**src/rtl/txser_pkg.sv**
```systemverilog
package txser_pkg;

  localparam int BYTE_W   = 8;
  localparam int PRE_BITS = 62;
  localparam int SFD_BITS = 2;
  localparam int CRC_BITS = 32;
  localparam logic [CRC_BITS-1:0] CRC_POLY = 32'h04C1_1DB7;

  typedef enum logic [2:0] {
    ST_IDLE,
    ST_PRE,
    ST_SFD,
    ST_DATA,
    ST_CRC,
    ST_DONE
  } txState_t;

  // Strobes from control to datapath, at most one line action per cycle
  typedef struct packed {
    logic crcInit;
    logic fixedEn;
    logic fixedBit;
    logic loadByte;
    logic shiftByte;
    logic shiftCrc;
    logic clearBit;
  } dpStrobe_t;

  function automatic logic [CRC_BITS-1:0] crcStep(input logic [CRC_BITS-1:0] cur,
                                                   input logic din);
    logic fb;
    fb = cur[CRC_BITS-1] ^ din;
    return {cur[CRC_BITS-2:0], 1'b0} ^ (fb ? CRC_POLY : '0);
  endfunction

endpackage

```
**src/rtl/txser_datapath.sv**
```systemverilog
module txser_datapath
  import txser_pkg::*;
(
  input  logic              clk,
  input  logic              rstN,
  input  dpStrobe_t         strobe,
  input  logic [BYTE_W-1:0] fifoData,
  output logic              txBit
);

  logic [BYTE_W-2:0]   shReg;
  logic [CRC_BITS-1:0] crcReg;

  always_ff @(posedge clk or negedge rstN) begin
    if (!rstN) begin
      txBit  <= 1'b0;
      shReg  <= '0;
      crcReg <= '1;
    end else begin
      if (strobe.crcInit) begin
        crcReg <= '1;
      end
      if (strobe.clearBit) begin
        txBit <= 1'b0;
      end else if (strobe.fixedEn) begin
        txBit <= strobe.fixedBit;
      end else if (strobe.loadByte) begin
        txBit  <= fifoData[0];
        shReg  <= fifoData[BYTE_W-1:1];
        crcReg <= crcStep(crcReg, fifoData[0]);
      end else if (strobe.shiftByte) begin
        txBit  <= shReg[0];
        shReg  <= {1'b0, shReg[BYTE_W-2:1]};
        crcReg <= crcStep(crcReg, shReg[0]);
      end else if (strobe.shiftCrc) begin
        txBit  <= ~crcReg[CRC_BITS-1];
        crcReg <= {crcReg[CRC_BITS-2:0], 1'b0};
      end
    end
  end

  AST_ONE_LINE_ACTION: assert property (@(posedge clk) disable iff (!rstN)
    $onehot0({strobe.fixedEn, strobe.loadByte, strobe.shiftByte, strobe.shiftCrc, strobe.clearBit}));

  AST_INIT_ONLY_AT_PREAMBLE: assert property (@(posedge clk) disable iff (!rstN)
    strobe.crcInit |-> (strobe.fixedEn && strobe.fixedBit));

endmodule

```
**src/rtl/txser_ctrl.sv**
```systemverilog
module txser_ctrl
  import txser_pkg::*;
#(
  parameter int PREFILL_BYTES = 4,
  parameter int CNT_W         = 6
) (
  input  logic             clk,
  input  logic             rstN,
  input  logic             bitEn,
  input  logic             txGo,
  input  logic             crcEnable,
  input  logic             fifoLast,
  input  logic             fifoEmpty,
  input  logic [CNT_W-1:0] fifoCount,
  input  logic             txBit,
  output logic             fifoPop,
  output logic             txActive,
  output logic             underrun,
  output dpStrobe_t        strobe
);

  localparam int MAX_RUN = (PRE_BITS > CRC_BITS) ? PRE_BITS : CRC_BITS;
  localparam int CW      = $clog2(MAX_RUN) + 1;
  localparam logic [CNT_W-1:0] FILL_LVL = CNT_W'(PREFILL_BYTES);
  localparam logic [CW-1:0] PRE_END  = CW'(PRE_BITS - 1);
  localparam logic [CW-1:0] SFD_END  = CW'(SFD_BITS - 1);
  localparam logic [CW-1:0] CRC_END  = CW'(CRC_BITS - 1);
  localparam logic [CW-1:0] BYTE_END = CW'(BYTE_W - 1);

  txState_t      state, nextState;
  logic [CW-1:0] cnt, nextCnt;
  logic          crcOn, nextCrcOn;
  logic          lastByte, nextLastByte;
  logic          nextActive, nextUnder;

  always_comb begin
    strobe       = '0;
    fifoPop      = 1'b0;
    nextState    = state;
    nextCnt      = cnt;
    nextCrcOn    = crcOn;
    nextLastByte = lastByte;
    nextActive   = txActive;
    nextUnder    = underrun;
    if (bitEn) begin
      unique case (state)
        ST_IDLE: begin
          if (txGo && (fifoCount >= FILL_LVL)) begin
            strobe.crcInit  = 1'b1;
            strobe.fixedEn  = 1'b1;
            strobe.fixedBit = 1'b1;
            nextState       = ST_PRE;
            nextCnt         = CW'(1);
            nextActive      = 1'b1;
            nextUnder       = 1'b0;
            nextCrcOn       = crcEnable;
            nextLastByte    = 1'b0;
          end
        end
        ST_PRE: begin
          strobe.fixedEn  = 1'b1;
          strobe.fixedBit = ~cnt[0];
          if (cnt == PRE_END) begin
            nextState = ST_SFD;
            nextCnt   = '0;
          end else begin
            nextCnt = cnt + CW'(1);
          end
        end
        ST_SFD: begin
          strobe.fixedEn  = 1'b1;
          strobe.fixedBit = 1'b1;
          if (cnt == SFD_END) begin
            nextState = ST_DATA;
            nextCnt   = '0;
          end else begin
            nextCnt = cnt + CW'(1);
          end
        end
        ST_DATA: begin
          if (cnt == '0) begin
            if (fifoEmpty) begin
              strobe.clearBit = 1'b1;
              nextActive      = 1'b0;
              nextUnder       = 1'b1;
              nextState       = ST_IDLE;
            end else begin
              strobe.loadByte = 1'b1;
              fifoPop         = 1'b1;
              nextLastByte    = fifoLast;
              nextCnt         = CW'(1);
            end
          end else begin
            strobe.shiftByte = 1'b1;
            if (cnt == BYTE_END) begin
              nextCnt = '0;
              if (lastByte) begin
                nextState = crcOn ? ST_CRC : ST_DONE;
              end
            end else begin
              nextCnt = cnt + CW'(1);
            end
          end
        end
        ST_CRC: begin
          strobe.shiftCrc = 1'b1;
          if (cnt == CRC_END) begin
            nextState = ST_DONE;
            nextCnt   = '0;
          end else begin
            nextCnt = cnt + CW'(1);
          end
        end
        ST_DONE: begin
          strobe.clearBit = 1'b1;
          nextActive      = 1'b0;
          nextState       = ST_IDLE;
        end
        default: begin
          nextState = ST_IDLE;
        end
      endcase
    end
  end

  always_ff @(posedge clk or negedge rstN) begin
    if (!rstN) begin
      state    <= ST_IDLE;
      cnt      <= '0;
      crcOn    <= 1'b0;
      lastByte <= 1'b0;
      txActive <= 1'b0;
      underrun <= 1'b0;
    end else begin
      state    <= nextState;
      cnt      <= nextCnt;
      crcOn    <= nextCrcOn;
      lastByte <= nextLastByte;
      txActive <= nextActive;
      underrun <= nextUnder;
    end
  end

  AST_START_NEEDS_FILL: assert property (@(posedge clk) disable iff (!rstN)
    $rose(txActive) |-> ($past(fifoCount) >= FILL_LVL));

  AST_POP_NOT_EMPTY: assert property (@(posedge clk) disable iff (!rstN)
    fifoPop |-> !fifoEmpty);

  AST_HOLD_NO_ENABLE: assert property (@(posedge clk) disable iff (!rstN)
    !bitEn |=> ($stable(txActive) && $stable(txBit)));

  AST_PRE_ALTERNATE: assert property (@(posedge clk) disable iff (!rstN)
    (state == ST_PRE && $past(state) == ST_PRE && $past(bitEn)) |-> (txBit != $past(txBit)));

  AST_UNDERRUN_STOPS: assert property (@(posedge clk) disable iff (!rstN)
    $rose(underrun) |-> !txActive);

  AST_IDLE_LINE_LOW: assert property (@(posedge clk) disable iff (!rstN)
    !txActive |-> !txBit);

endmodule

```
**src/rtl/eth_tx_serializer.sv**
```systemverilog
module eth_tx_serializer
  import txser_pkg::*;
#(
  parameter int PREFILL_BYTES = 4,
  parameter int CNT_W         = 6
) (
  input  logic              clk,
  input  logic              rstN,
  input  logic              bitEn,
  input  logic              txGo,
  input  logic              crcEnable,
  input  logic [BYTE_W-1:0] fifoData,
  input  logic              fifoLast,
  input  logic              fifoEmpty,
  input  logic [CNT_W-1:0]  fifoCount,
  output logic              fifoPop,
  output logic              txBit,
  output logic              txActive,
  output logic              underrun
);

  dpStrobe_t strobe;

  txser_ctrl #(
    .PREFILL_BYTES (PREFILL_BYTES),
    .CNT_W         (CNT_W)
  ) uCtrl (
    .clk       (clk),
    .rstN      (rstN),
    .bitEn     (bitEn),
    .txGo      (txGo),
    .crcEnable (crcEnable),
    .fifoLast  (fifoLast),
    .fifoEmpty (fifoEmpty),
    .fifoCount (fifoCount),
    .txBit     (txBit),
    .fifoPop   (fifoPop),
    .txActive  (txActive),
    .underrun  (underrun),
    .strobe    (strobe)
  );

  txser_datapath uData (
    .clk      (clk),
    .rstN     (rstN),
    .strobe   (strobe),
    .fifoData (fifoData),
    .txBit    (txBit)
  );

endmodule

```
**config.mk**
```make
export PLATFORM = sky130hd
export DESIGN_NAME = eth_tx_serializer
export DESIGN_NICKNAME = d
export VERILOG_FILES = /design/src/rtl/txser_pkg.sv /design/src/rtl/txser_datapath.sv /design/src/rtl/txser_ctrl.sv /design/src/rtl/eth_tx_serializer.sv
export SDC_FILE = /design/constraint.sdc
export NUM_CORES = 1
export LEC_CHECK = 0
export CORE_MARGIN = 3
export CORE_UTILIZATION = 40
export DETAILED_ROUTE_END_ITERATION = 10
export PLACE_DENSITY = 0.65
export SLEW_MARGIN = 20
export SYNTH_ARGS = -nofsm -noshare
export SYNTH_HDL_FRONTEND = slang
export SYNTH_SLANG_ARGS = --single-unit
export TNS_END_PERCENT = 1
```
**constraint.sdc**
```tcl
create_clock -name clk -period 3.2 [get_ports clk]
set_clock_uncertainty 0.2 [all_clocks]
set_input_delay 0.64 -clock clk [delete_from_list [all_inputs] [get_ports clk]]
set_output_delay 0.64 -clock clk [all_outputs]
set_load 0.02 [all_outputs]
```
Word-level counts from Yosys, hierarchy flattened
Index checks and enable logic that the tools add are counted.

storage, ports and cells
  flip-flop bits (word level) = 54
  latch bits = 0
  memory bits (writable) = 0
  bits in read-only memories = 0
  output and inout port bits = 4
  memories kept = 0

operators by class
  $add $sub $neg = 1
  multiply operators = 0
  div/mod/pow operators = 0
  order comparisons = 1
  equality and inequality tests = 20
  shift-type cells = 0
  multiplexer cells = 58
  bitwise operators = 8
  reductions and logical operators = 15

operators with widths
  operator               number
  $mux W32               6
  $mux W7                10
  $xor A32 B32 Y32       2
  $mux W27               2
  $pmux W7 S5            1
  $mux W3                9
  $mux W1                23
  $pmux W3 S5            1
  $reduce_and A5 Y1      3
  $ne A2 B1 Y1 const B   5
  $reduce_bool A5 Y1     2
  $reduce_and A8 Y1      1
  $add A7 B1 Y7 const B  1
  $eq A7 B1 Y1 const B   1
  $eq A7 B3 Y1 const B   1
  $eq A7 B5 Y1 const B   1
  $eq A7 B6 Y1 const B   1
  $logic_not A7 Y1       1
  $eq A3 B2 Y1 const B   2
  $eq A3 B3 Y1 const B   2
  $ge A6 B3 Y1 const B   1
  $ne A3 B1 Y1 const B   2
  $ne A3 B3 Y1 const B   2
  $pmux W1 S2            3
  other kinds (13)       20

Logic depth before layout (Yosys ltp)
Gate-level depths: netlist of the first run.

  word-level depth = 11
  gate-level depth with buffers = 8
  gate-level depth less buffers = 7

Modules after synthesis
Synthesis of the first run repeated with hierarchy kept, for this count alone.

unflattened totals
  cells, all modules = 322
  area, all modules = 3163.0 µm²

by module, submodules not included
  module          instances  cells an instance  area each (µm²)  seq. area each (µm²)
  txser_datapath  1          196                2018.2           1041.0
  txser_ctrl      1          126                1144.8           350.3

Worst setup path before layout of the first run
OpenSTA, ideal clock, no wires.

  path type = reg-to-reg
  from = register uCtrl.cnt[0]
  to = register uCtrl.state[1]
  setup time = 0.124 ns
  arrival = 2.514 ns
  path slack = 0.362 ns
  cell stages (with the launch flop) = 8
  period minus slack after synthesis = 2.838 ns
  cell sequence = dfrtp_1 -> ha_1 -> and4b_1 -> or4_1 -> a221o_1 -> buf_6 -> or4_4 -> a211o_1

between the ends
  cells in the longest elaborated chain, start to end = 3
  elaborated cells on any way between the ends = 14
  those cells by class = eq/ne: 10; mux: 2; reduce/logical: 2

RTL lines
  item                                                                      RTL line           source
  start, declared                                                           txser_ctrl.sv:31   logic [CW-1:0] cnt, nextCnt;
  start signal, assigned                                                    txser_ctrl.sv:136  cnt <= nextCnt;
  $eq A7 B3 Y1, or another cell as far along                                txser_ctrl.sv:95   if (cnt == BYTE_END) begin
  $ne A3 B1 Y1 (no source line), or another cell as far along               n/a
  $reduce_and A8 Y1 (no source line) / $pmux W3 S5 (equally long branches)  n/a
  end signal, assigned                                                      txser_ctrl.sv:135  state <= nextState;
  end, declared                                                             txser_ctrl.sv:30   txState_t state, nextState;

Parallel ways exist; a longest one is shown, timed or not.
A chain may end at the register's enable or synchronous reset.

Final worst setup path of the first run
Same ends and word-level chain as after synthesis.

==> reports/metrics.cfg, run 1 <==
[route]
drt-initial-drc-count = 119
antenna_left = 0
firstDrtPassIters = 4
routed_wl_mm = 6.609
vias = 2508
drc_errors = 0
viasPerCell = 5.561
wl_per_cell_um = 14.65

[timing]
slew_headroom = 0.4109
worst_pin_slew_ps = 883.7
finalCritPeriodShare = 0.9235
max_freq_ghz = 0.3384
fin_ws_ps = 245.0
finalHoldViolations = 0
rsz0062_at_grt = no
finalMaxSlewViolations = 0
report.final.setup_viol = 0
fin_crit_ps = 2955
fin_tns_setup_ps = 0

[finish]
layout_commonest_cell = nor2_1
layout.nets = 378
drive_gt1_frac = 0.1803
area_delta_synth_final_pct = 16.42
final_cell_mix = 55 x nor2_1, 34 x nand2_1, 32 x dfstp_2
diodes = 0
fin_cells = 451

[clock_network]
clockBufferDepth = 2
cts.clk_slew.worst_paths_ps = 110
clkSinkCount = 54
ctsResizeCount = 0
h-tree-depth = 2
numCtsBuffers = 5
clock_latency_ps = 310
cts_root_buf = clkbuf_8
cts_hold_buf = 0
cts_tree = built
cts_setup_buffers = 0

[die]
top_level_ports = 25
coreArea_um2 = 6907
initial_core_util = 0.4216
die_area_um2 = 8338
die_w_um = 91.32
die_y_um = 91.32
num_rows = 30

[yosys]
async_flop_share = 1.000
synth_nets = 355
avgSynthCellArea_um2 = 8.796
synth_area_leader_cell = dfstp_2
syn_inst = 331
ys_seq_elements = 54
syn-cell-area_um2 = 2912
synth_top_cell_area_share = 0.2888
synthDistinctLibCells = 53
synth-edff-count = 0
yosysSeqAreaShare = 0.4779
ys_warn_count = 0
synth_flop_cell = dfstp_2
yosys-top-cells-area = dfstp_2 29%, dfrtp_1 19%, nor2_1 7.2%

[placed_design]
dp.cells = 443
gp_congestion = 0.9071
place.port_buffers = 22
dpl.hpwl_mm = 4.547
pre_cts_slack_ps = 176.4

[worst_setup_path]
cp_max_fo = 7
path_cells = ha_1 > and4b_1 > or4_1 > a221o_1 > or4_4 > a211o_1
crit_type = flop to flop
critical_path.endpoint_type = flop
critPathLaunchType = flop
slowest_delay_ps = 540
cp_slowest_cell = or4_4
r2r_slack_ps = 240
crit_family = simple AND/OR/NAND/NOR gates
crit_required_ps = 3200
startpoint = uCtrl.cnt[0]
cp.arrival_ps = 2960
r2r_start = uCtrl.cnt[0]
crit_buf_inv = 0

[status]
status = completed

[pwr]
power_density_nw_per_um2 = 913.9
ir_drop_uv = 449.0
p_leak_nw = 1.406

[grt]
grt_pass1_wl_mm = 11.60
grt_max_degree = 52
grt.total_usage = 0.1694
grt_pass1_vias = 2353
grt_antenna_before_repair = 0
overflow = 0

[job]
max_cap_violations = 0

[min_path]
min_path_type = primary input to asynchronous set/reset pin

[flip-flops by register name, summed over array words and instances (netlist names)]
signal and cells:
uData.crcReg 32, uCtrl.cnt 7, uData.shReg 7, uCtrl.state 3, uCtrl.crcOn 1, uCtrl.lastByte 1
uCtrl.txActive 1, uCtrl.underrun 1, uData.txBit 1
[synth_stat cells (2+ instances only)]
library cell and instances:
nor2b_1 3, mux2_2 2, or4_1 3, and2_1 3
o211ai_1 21, nand4_1 2, dfstp_2 32, inv_1 9
clkbuf_1 18, dfrtp_1 22, a21oi_1 31, nor3b_1 3
a32oi_1 2, ha_1 3, buf_6 2, o21ai_1 2
a31oi_1 7, o21ai_0 24, nor2_1 56, a211o_1 2
nor4_1 3, a221o_1 2, and4b_1 2, nand3_1 7
mux2i_1 6, nand2_1 34, nor3_1 4
[path summary, 6_finish.rpt]
check                              endpoint  cells after the start
max in group asynchronous  uData.crcReg[15]                      2
min                            uCtrl.cnt[1]                      1
max                          uCtrl.state[1]                      6
min reg2reg                uData.crcReg[16]                      2
min in group clk           uData.crcReg[16]                      2
max reg2reg                  uCtrl.state[1]                      6
[power breakdown]
part	total (W)	internal (W)	leakage, nW	switching, W
registers	0.00132	0.00110	0.615	0.000216
logic	0.00137	0.000596	0.741	0.000771
clock network	0.000416	0.000163	0.0502	0.000253
total	0.00310	0.00186	1.41	0.00124
[layout make-up]
type | count | area [µm²]
Clock buffer | 5 | 68.82
Fill cell | 691 | 3517
Sequential cell | 54 | 1391
Inverter | 9 | 33.78
Timing Repair Buffer | 38 | 350.3
Clock inverter | 3 | 28.78
Multi-Input combinational cell | 246 | 1396
Tap cell | 96 | 120.1
[metal layers]
layer / share of wire / GRT usage
met5: 0 / 0
met4: 0.0098 / 0.04271
met3: 0.043 / 0.02568
met2: 0.49 / 0.2796
met1: 0.45 / 0.2333
[stage by stage]
| stage | power [W] | instance area, µm² | hold slack, ps | util |
|---|---|---|---|---|
| 3_5_place_dp | 0.002680 | 3287 | 292.6 | 0.4759 |
| 3_3_place_gp | 0.002639 | 3287 | 274.3 | 0.4759 |
| 4_1_cts | 0.003110 | 3385 | 261.8 | 0.4900 |
| 5_1_grt | 0.003370 | 3390 | 305.7 | 0.4908 |
| 6_report | 0.003098 | 3390 | 220.6 | 0.4908 |
| 2_1_floorplan | 0.002285 | 2912 | 144.4 | - |
[kinds of logic (layout without fill, tap and decap cells)]
kind of cell / Yosys count / after routing / share of synthesized area
AO/OA/AOI/OAI: 106 / 106 / 0.2295
XOR/XNOR: 2 / 2 / 0.006017
adder cells (fa/ha/maj): 3 / 3 / 0.01289
buffers and inverters: 31 / 55 / 0.04555
flip-flops: 54 / 54 / 0.4779
multiplexers: 8 / 8 / 0.02836
AND/OR/NAND/NOR: 127 / 127 / 0.1998
No activity file was read; power rests on OpenSTA's default activity.
==> run 2, diff against run 1 <==
--- a/config.mk
+++ b/config.mk
@@ -5,9 +5,11 @@
 export SDC_FILE = /design/constraint.sdc
 export NUM_CORES = 1
 export LEC_CHECK = 0
+export CAP_MARGIN = 10
 export CORE_MARGIN = 3
 export CORE_UTILIZATION = 40
 export DETAILED_ROUTE_END_ITERATION = 10
+export GPL_TIMING_DRIVEN = 0
 export PLACE_DENSITY = 0.65
 export SLEW_MARGIN = 20
 export SYNTH_ARGS = -nofsm -noshare
==> reports/metrics.cfg, run 2 (same netlist as run 1, synthesis figures left out) <==
[timing]
fin_ws_ps = 149.2  ; -95.77 ps
worst_pin_slew_ps = 918.7  ; +35.03 ps
slew_headroom = 0.3862  ; -0.02468
max_freq_ghz = 0.3278  ; -3.1%
report.final.setup_viol = 0  ; unchanged
finalHoldViolations = 0  ; unchanged
rsz0062_at_grt = no
finalCritPeriodShare = 0.9534  ; +0.02993
finalMaxSlewViolations = 0  ; unchanged
fin_crit_ps = 3051  ; +95.77 ps

[pwr]
totalPowerFinal_w = 0.003114  ; +0.54%
ir_drop_uv = 461.8  ; +2.9%
power_density_nw_per_um2 = 922.9  ; +0.98%
p_leak_nw = 1.366  ; -2.8%

[die]
top_level_ports = 25  ; unchanged
die_y_um = 91.32  ; unchanged
num_rows = 30  ; unchanged
initial_core_util = 0.4216  ; unchanged
die_w_um = 91.32  ; unchanged
die_area_um2 = 8338  ; unchanged
coreArea_um2 = 6907  ; unchanged

[worst_setup_path]
r2r_cells = 7  ; +1
critPathLaunchType = flop
critical_path.endpoint_type = flop
cp.arrival_ps = 3060  ; +100 ps
cp_max_fo = 10  ; +3
crit_required_ps = 3210  ; about the same
crit_type = flop to flop

[grt]
grt_antenna_before_repair = 0  ; unchanged
grt_use_met3 = 0.02486  ; -0.0008285
grt.total_usage = 0.1721  ; +0.002637
overflow = 0  ; unchanged
grt_pass1_vias = 2463  ; +4.7%
grt_max_degree = 55  ; +5.8%
use_met1 = 0.2280  ; -0.005266
busiest_layer = met2
gr-usage-met2 = 0.2900  ; +0.01042
grt_pass1_wl_mm = 11.79  ; +1.7%

[finish]
layout_commonest_cell = nor2_1
layout.nets = 384  ; +1.6%
largest_register = uData.crcReg
drive_gt1_frac = 0.1385  ; -0.04178
postLayoutCellArea_um2 = 3374  ; -0.44%
diodes = 0  ; unchanged
largest_reg_flops = 32  ; unchanged
area_delta_synth_final_pct = 15.90
final_cell_mix = 56 x nor2_1, 34 x nand2_1, 32 x dfstp_2
fill_cells = 707  ; +2.3%
top_regs = uData.crcReg: 32 flops, uCtrl.cnt: 7 flops, uData.shReg: 7 flops

[clock_network]
numCtsBuffers = 5  ; unchanged
cts_tree = built
h-tree-depth = 2  ; unchanged
cts_root_buf = clkbuf_8
clkSinkCount = 54  ; unchanged
cts.clk_slew.worst_paths_ps = 100  ; about the same
clock_latency_ps = 310  ; about the same
clockBufferDepth = 2  ; unchanged

[route]
firstDrtPassIters = 5  ; +1
drc_errors = 0  ; unchanged
routed_wl_mm = 6.834  ; +3.4%
viasPerCell = 5.558  ; about the same
vias = 2540  ; +1.3%
drt-initial-drc-count = 141  ; +18%
antenna_left = 0  ; unchanged
wl_per_cell_um = 14.95  ; +2.0%

[placed_design]
gp_congestion = 0.9320  ; +2.7%
place.port_buffers = 21  ; -4.5%
dpl.hpwl_mm = 4.836  ; +6.3%
pre_cts_slack_ps = -355.1  ; -531.5 ps
placed_area_um2 = 3239  ; -1.4%

[job]
max_cap_violations = 0  ; unchanged

[min_path]
min_path_type = primary input to asynchronous set/reset pin

[status]
status = completed

[run 2: report_power, final]
| part | total [W] | internal [W] | switching, W |
|---|---|---|---|
| Combinational | 0.00136 | 0.000567 | 0.000788 |
| Clock | 0.000445 | 0.000204 | 0.000240 |
| Sequential | 0.00131 | 0.00110 | 0.000214 |
| Total | 0.00311 | 0.00187 | 0.00124 |
[run 2: final cells by class]
type	count	area, µm²	area share
multi-input combinational	246	1406	0.4168
sequential	54	1391	0.4123
timing repair buffer	22	217.7	0.06452
tap	96	120.1	0.03560
buffer	22	98.84	0.02929
clock buffer	7	97.59	0.02892
inverter	9	33.78	0.01001
clock inverter	1	8.758	0.002595
[run 2: through the flow]
stage / instances / hold slack, ps / util / TNS (ps)
floorplan: 331 / 144.4 / - / 0
detailed placement: 448 / 284.9 / 0.4690 / -355.1
CTS: 457 / 183.6 / 0.4877 / 0
global route: 457 / 211.4 / 0.4886 / 0
global placement: 448 / 285.8 / 0.4694 / -8528
finish: 457 / 147.7 / 0.4886 / 0
[run 2: path summary, 6_finish.rpt]
| check | startpoint | endpoint | slack [ps] |
|---|---|---|---|
| worst max-delay path | uCtrl.cnt[0] | uCtrl.state[0] | 150 |
| worst min-delay path | rstN | uCtrl.state[0] | 150 |
| worst max register to register | uCtrl.cnt[0] | uCtrl.state[0] | 150 |
| worst min register to register | uData.crcReg[4] | uData.crcReg[5] | 300 |
| max in group asynchronous | rstN | uCtrl.cnt[1] | 2200 |
| min in group clk | uData.crcReg[4] | uData.crcReg[5] | 300 |
[run 2: per-layer routing]
metal / routed length [µm] / part of all wire
met2: 3343 / 0.49
met5: 0 / 0
met4: 106 / 0.016
met1: 3128 / 0.46
met3: 256 / 0.037
[run 2: critical path, stage by stage (launching register included)]
cell and delay, ps:
dfrtp_1 460, ha_1 310, and4b_1 240, or4_1 430
a221o_1 330, buf_6 150, or4_4 520, a211o_1 310
[run 2: repair_timing]
action	CTS	global route
setup endpoints to repair	11	11
endpoints found under the hold margin	0	0
setup buffers	1	0
gates cloned	0	0
hold buffers	0	0
gates resized for setup	2	2
pin swaps	1	0
==> run 3, diff against run 2 <==
--- a/config.mk
+++ b/config.mk
@@ -6,7 +6,6 @@
 export NUM_CORES = 1
 export LEC_CHECK = 0
 export CAP_MARGIN = 10
-export CORE_MARGIN = 3
 export CORE_UTILIZATION = 40
 export DETAILED_ROUTE_END_ITERATION = 10
 export GPL_TIMING_DRIVEN = 0
==> reports/metrics.cfg, run 3 (same netlist as run 1, synthesis figures left out) <==
[pwr]
p_int_w = 0.001826  ; -2.5%
power_density_nw_per_um2 = 914.8  ; -0.88%
p_switching_w = 0.001239  ; -0.20%
clockPowerShare = 0.128  ; -0.015
totalPowerFinal_w = 0.003065  ; -1.6%
seqPwrFrac = 0.428  ; +0.006
combPwrFrac = 0.443  ; +0.008
ir_drop_uv = 459.1  ; -0.58%
p_leak_nw = 1.344  ; -1.6%
sw_frac_of_total = 0.4044  ; +0.005600

[grt]
grt.total_usage = 0.1978  ; +0.02573
gr-usage-met2 = 0.3253  ; +0.03528
busiest_layer = met2
grt_pass1_wl_mm = 11.78  ; -0.12%
grt_max_degree = 55  ; unchanged
grt_antenna_before_repair = 0  ; unchanged
grt_pass1_vias = 2502  ; +1.6%
use_met1 = 0.2579  ; +0.02993
overflow = 0  ; unchanged
grt_use_met3 = 0.04550  ; +0.02064

[placed_design]
pre_cts_slack_ps = -383.1  ; -28.04 ps
dpl.hpwl_mm = 4.683  ; -3.2%
place.port_buffers = 21  ; unchanged
gp_congestion = 0.8795  ; -5.6%

[worst_setup_path]
crit_required_ps = 3210  ; about the same
cp_max_fo = 10  ; unchanged
path_cells = or4_1 > clkbuf_2 > o31a_1 > a221o_1 > buf_6 > or4_4 > a211o_1
critical_path.endpoint_type = flop
cp.arrival_ps = 3020  ; -40 ps
critPathLaunchType = flop
cp_slowest_cell = or4_1
crit_type = flop to flop
slowest_delay_ps = 550  ; +30 ps

[finish]
fill_cells = 692  ; -2.1%
largest_reg_flops = 32  ; unchanged
top_regs = uData.crcReg: 32 flops, uCtrl.cnt: 7 flops, uData.shReg: 7 flops
layout_commonest_cell = nor2_1
layout.nets = 384  ; unchanged
final_cell_mix = 56 x nor2_1, 34 x nand2_1, 32 x dfstp_2
largest_register = uData.crcReg
diodes = 0  ; unchanged
drive_gt1_frac = 0.1385  ; unchanged
area_delta_synth_final_pct = 15.08

[clock_network]
h-tree-depth = 2  ; unchanged
cts.clk_slew.worst_paths_ps = 110  ; about the same
clkSinkCount = 54  ; unchanged
clockBufferDepth = 2  ; unchanged
cts_root_buf = clkbuf_8
numCtsBuffers = 5  ; unchanged
cts_tree = built
clock_latency_ps = 320  ; about the same
cts_hold_buf = 0  ; unchanged

[route]
drc_errors = 0  ; unchanged
antenna_left = 0  ; unchanged
drt-initial-drc-count = 125  ; -11%
viasPerCell = 5.663  ; +1.9%
routed_wl_mm = 6.725  ; -1.6%
vias = 2588  ; +1.9%
wl_per_cell_um = 14.72  ; -1.6%
firstDrtPassIters = 4  ; -1

[timing]
fin_ws_ps = 188.1  ; +38.88 ps
finalCritPeriodShare = 0.9412  ; -0.01215
slew_headroom = 0.3837  ; -0.002554
finalHoldViolations = 0  ; unchanged
rsz0062_at_grt = no
report.final.setup_viol = 0  ; unchanged
fin_crit_ps = 3012  ; -38.88 ps
max_freq_ghz = 0.3320  ; +1.3%
finalMaxSlewViolations = 0  ; unchanged
worst_pin_slew_ps = 922.5  ; +3.823 ps

[status]
status = completed

[die]
die_area_um2 = 7624  ; -8.6%
num_rows = 30  ; unchanged
die_w_um = 87.32  ; -4.4%
coreArea_um2 = 6907  ; unchanged
die_y_um = 87.32  ; -4.4%
top_level_ports = 25  ; unchanged
initial_core_util = 0.4216  ; unchanged

[min_path]
min_path_type = primary input to asynchronous set/reset pin

[job]
max_cap_violations = 0  ; unchanged

run 3: changes by cell type in the layout (fill, tap and decap cells not counted):
cell	delta
clkinv_2	+1
clkinv_4	-1
inv_6	+1
dlymetal6s2s_1	-1
clkbuf_16	-1
dlygate4sd2_1	+1
run 3: worst max-delay path, delay by kind of cell (launching register included):
| family | cells | cell delay, ps |
|---|---|---|
| flops | 1 | 480 |
| compound gates | 3 | 830 |
| simple gates | 2 | 1080 |
| buf+inv | 2 | 320 |
run 3: layout make-up:
class                      count  area (µm²)  share of cell area
multi-input combinational    246        1406              0.4197
inverter                       9       33.78             0.01008
timing repair buffer          22       214.0             0.06385
tap                           96       120.1             0.03585
clock inverter                 2       13.76            0.004108
clock buffer                   6       72.57             0.02166
buffer                        22       98.84             0.02950
sequential                    54        1391              0.4152
run 3: layer usage:
metal,wire [µm],share of wire
met5,0,0
met4,120,0.018
met1,3135,0.47
met3,231,0.034
met2,3237,0.48
run 3: final timing paths:
path,slack [ps],startpoint,endpoint,cells after the start
setup / recovery,190,uCtrl.cnt[4],uCtrl.state[0],7
hold / removal,150,rstN,uCtrl.state[0],1
setup reg to reg,190,uCtrl.cnt[4],uCtrl.state[0],7
hold reg to reg,300,uData.crcReg[29],uData.crcReg[30],2
max in group asynchronous,2210,rstN,uCtrl.cnt[5],1
min in group clk,300,uData.crcReg[29],uData.crcReg[30],2
run 3: repair_timing:
item / CTS / global route
endpoints found under the setup margin: 11 / 10
resized for setup: 3 / 1
pin swaps: 1 / 0
buffers inserted: 1 / 0
run 3: metrics by stage:
step	setup TNS [ps]	area (µm²)	cells	hold slack [ps]	utilization
2_1_floorplan	0	2912	331	144.4	-
3_3_place_gp	-8111	3242	448	281.9	0.4694
3_5_place_dp	-683.0	3239	448	283.7	0.4690
4_1_cts	0	3347	457	171.9	0.4846
5_1_grt	0	3351	457	189.7	0.4851
6_report	0	3351	457	148.1	0.4851
run 3: power groups by stage:
stage | Combinational (W) | Sequential, W | Clock, W
5_1_grt | 0.00154 | 0.00136 | 0.000438
3_5_place_dp | 0.00134 | 0.00132 | 0
6_report | 0.00136 | 0.00131 | 0.000394
3_3_place_gp | 0.00132 | 0.00131 | 0
4_1_cts | 0.00135 | 0.00131 | 0.000409
2_1_floorplan | 0.00101 | 0.00128 | 0
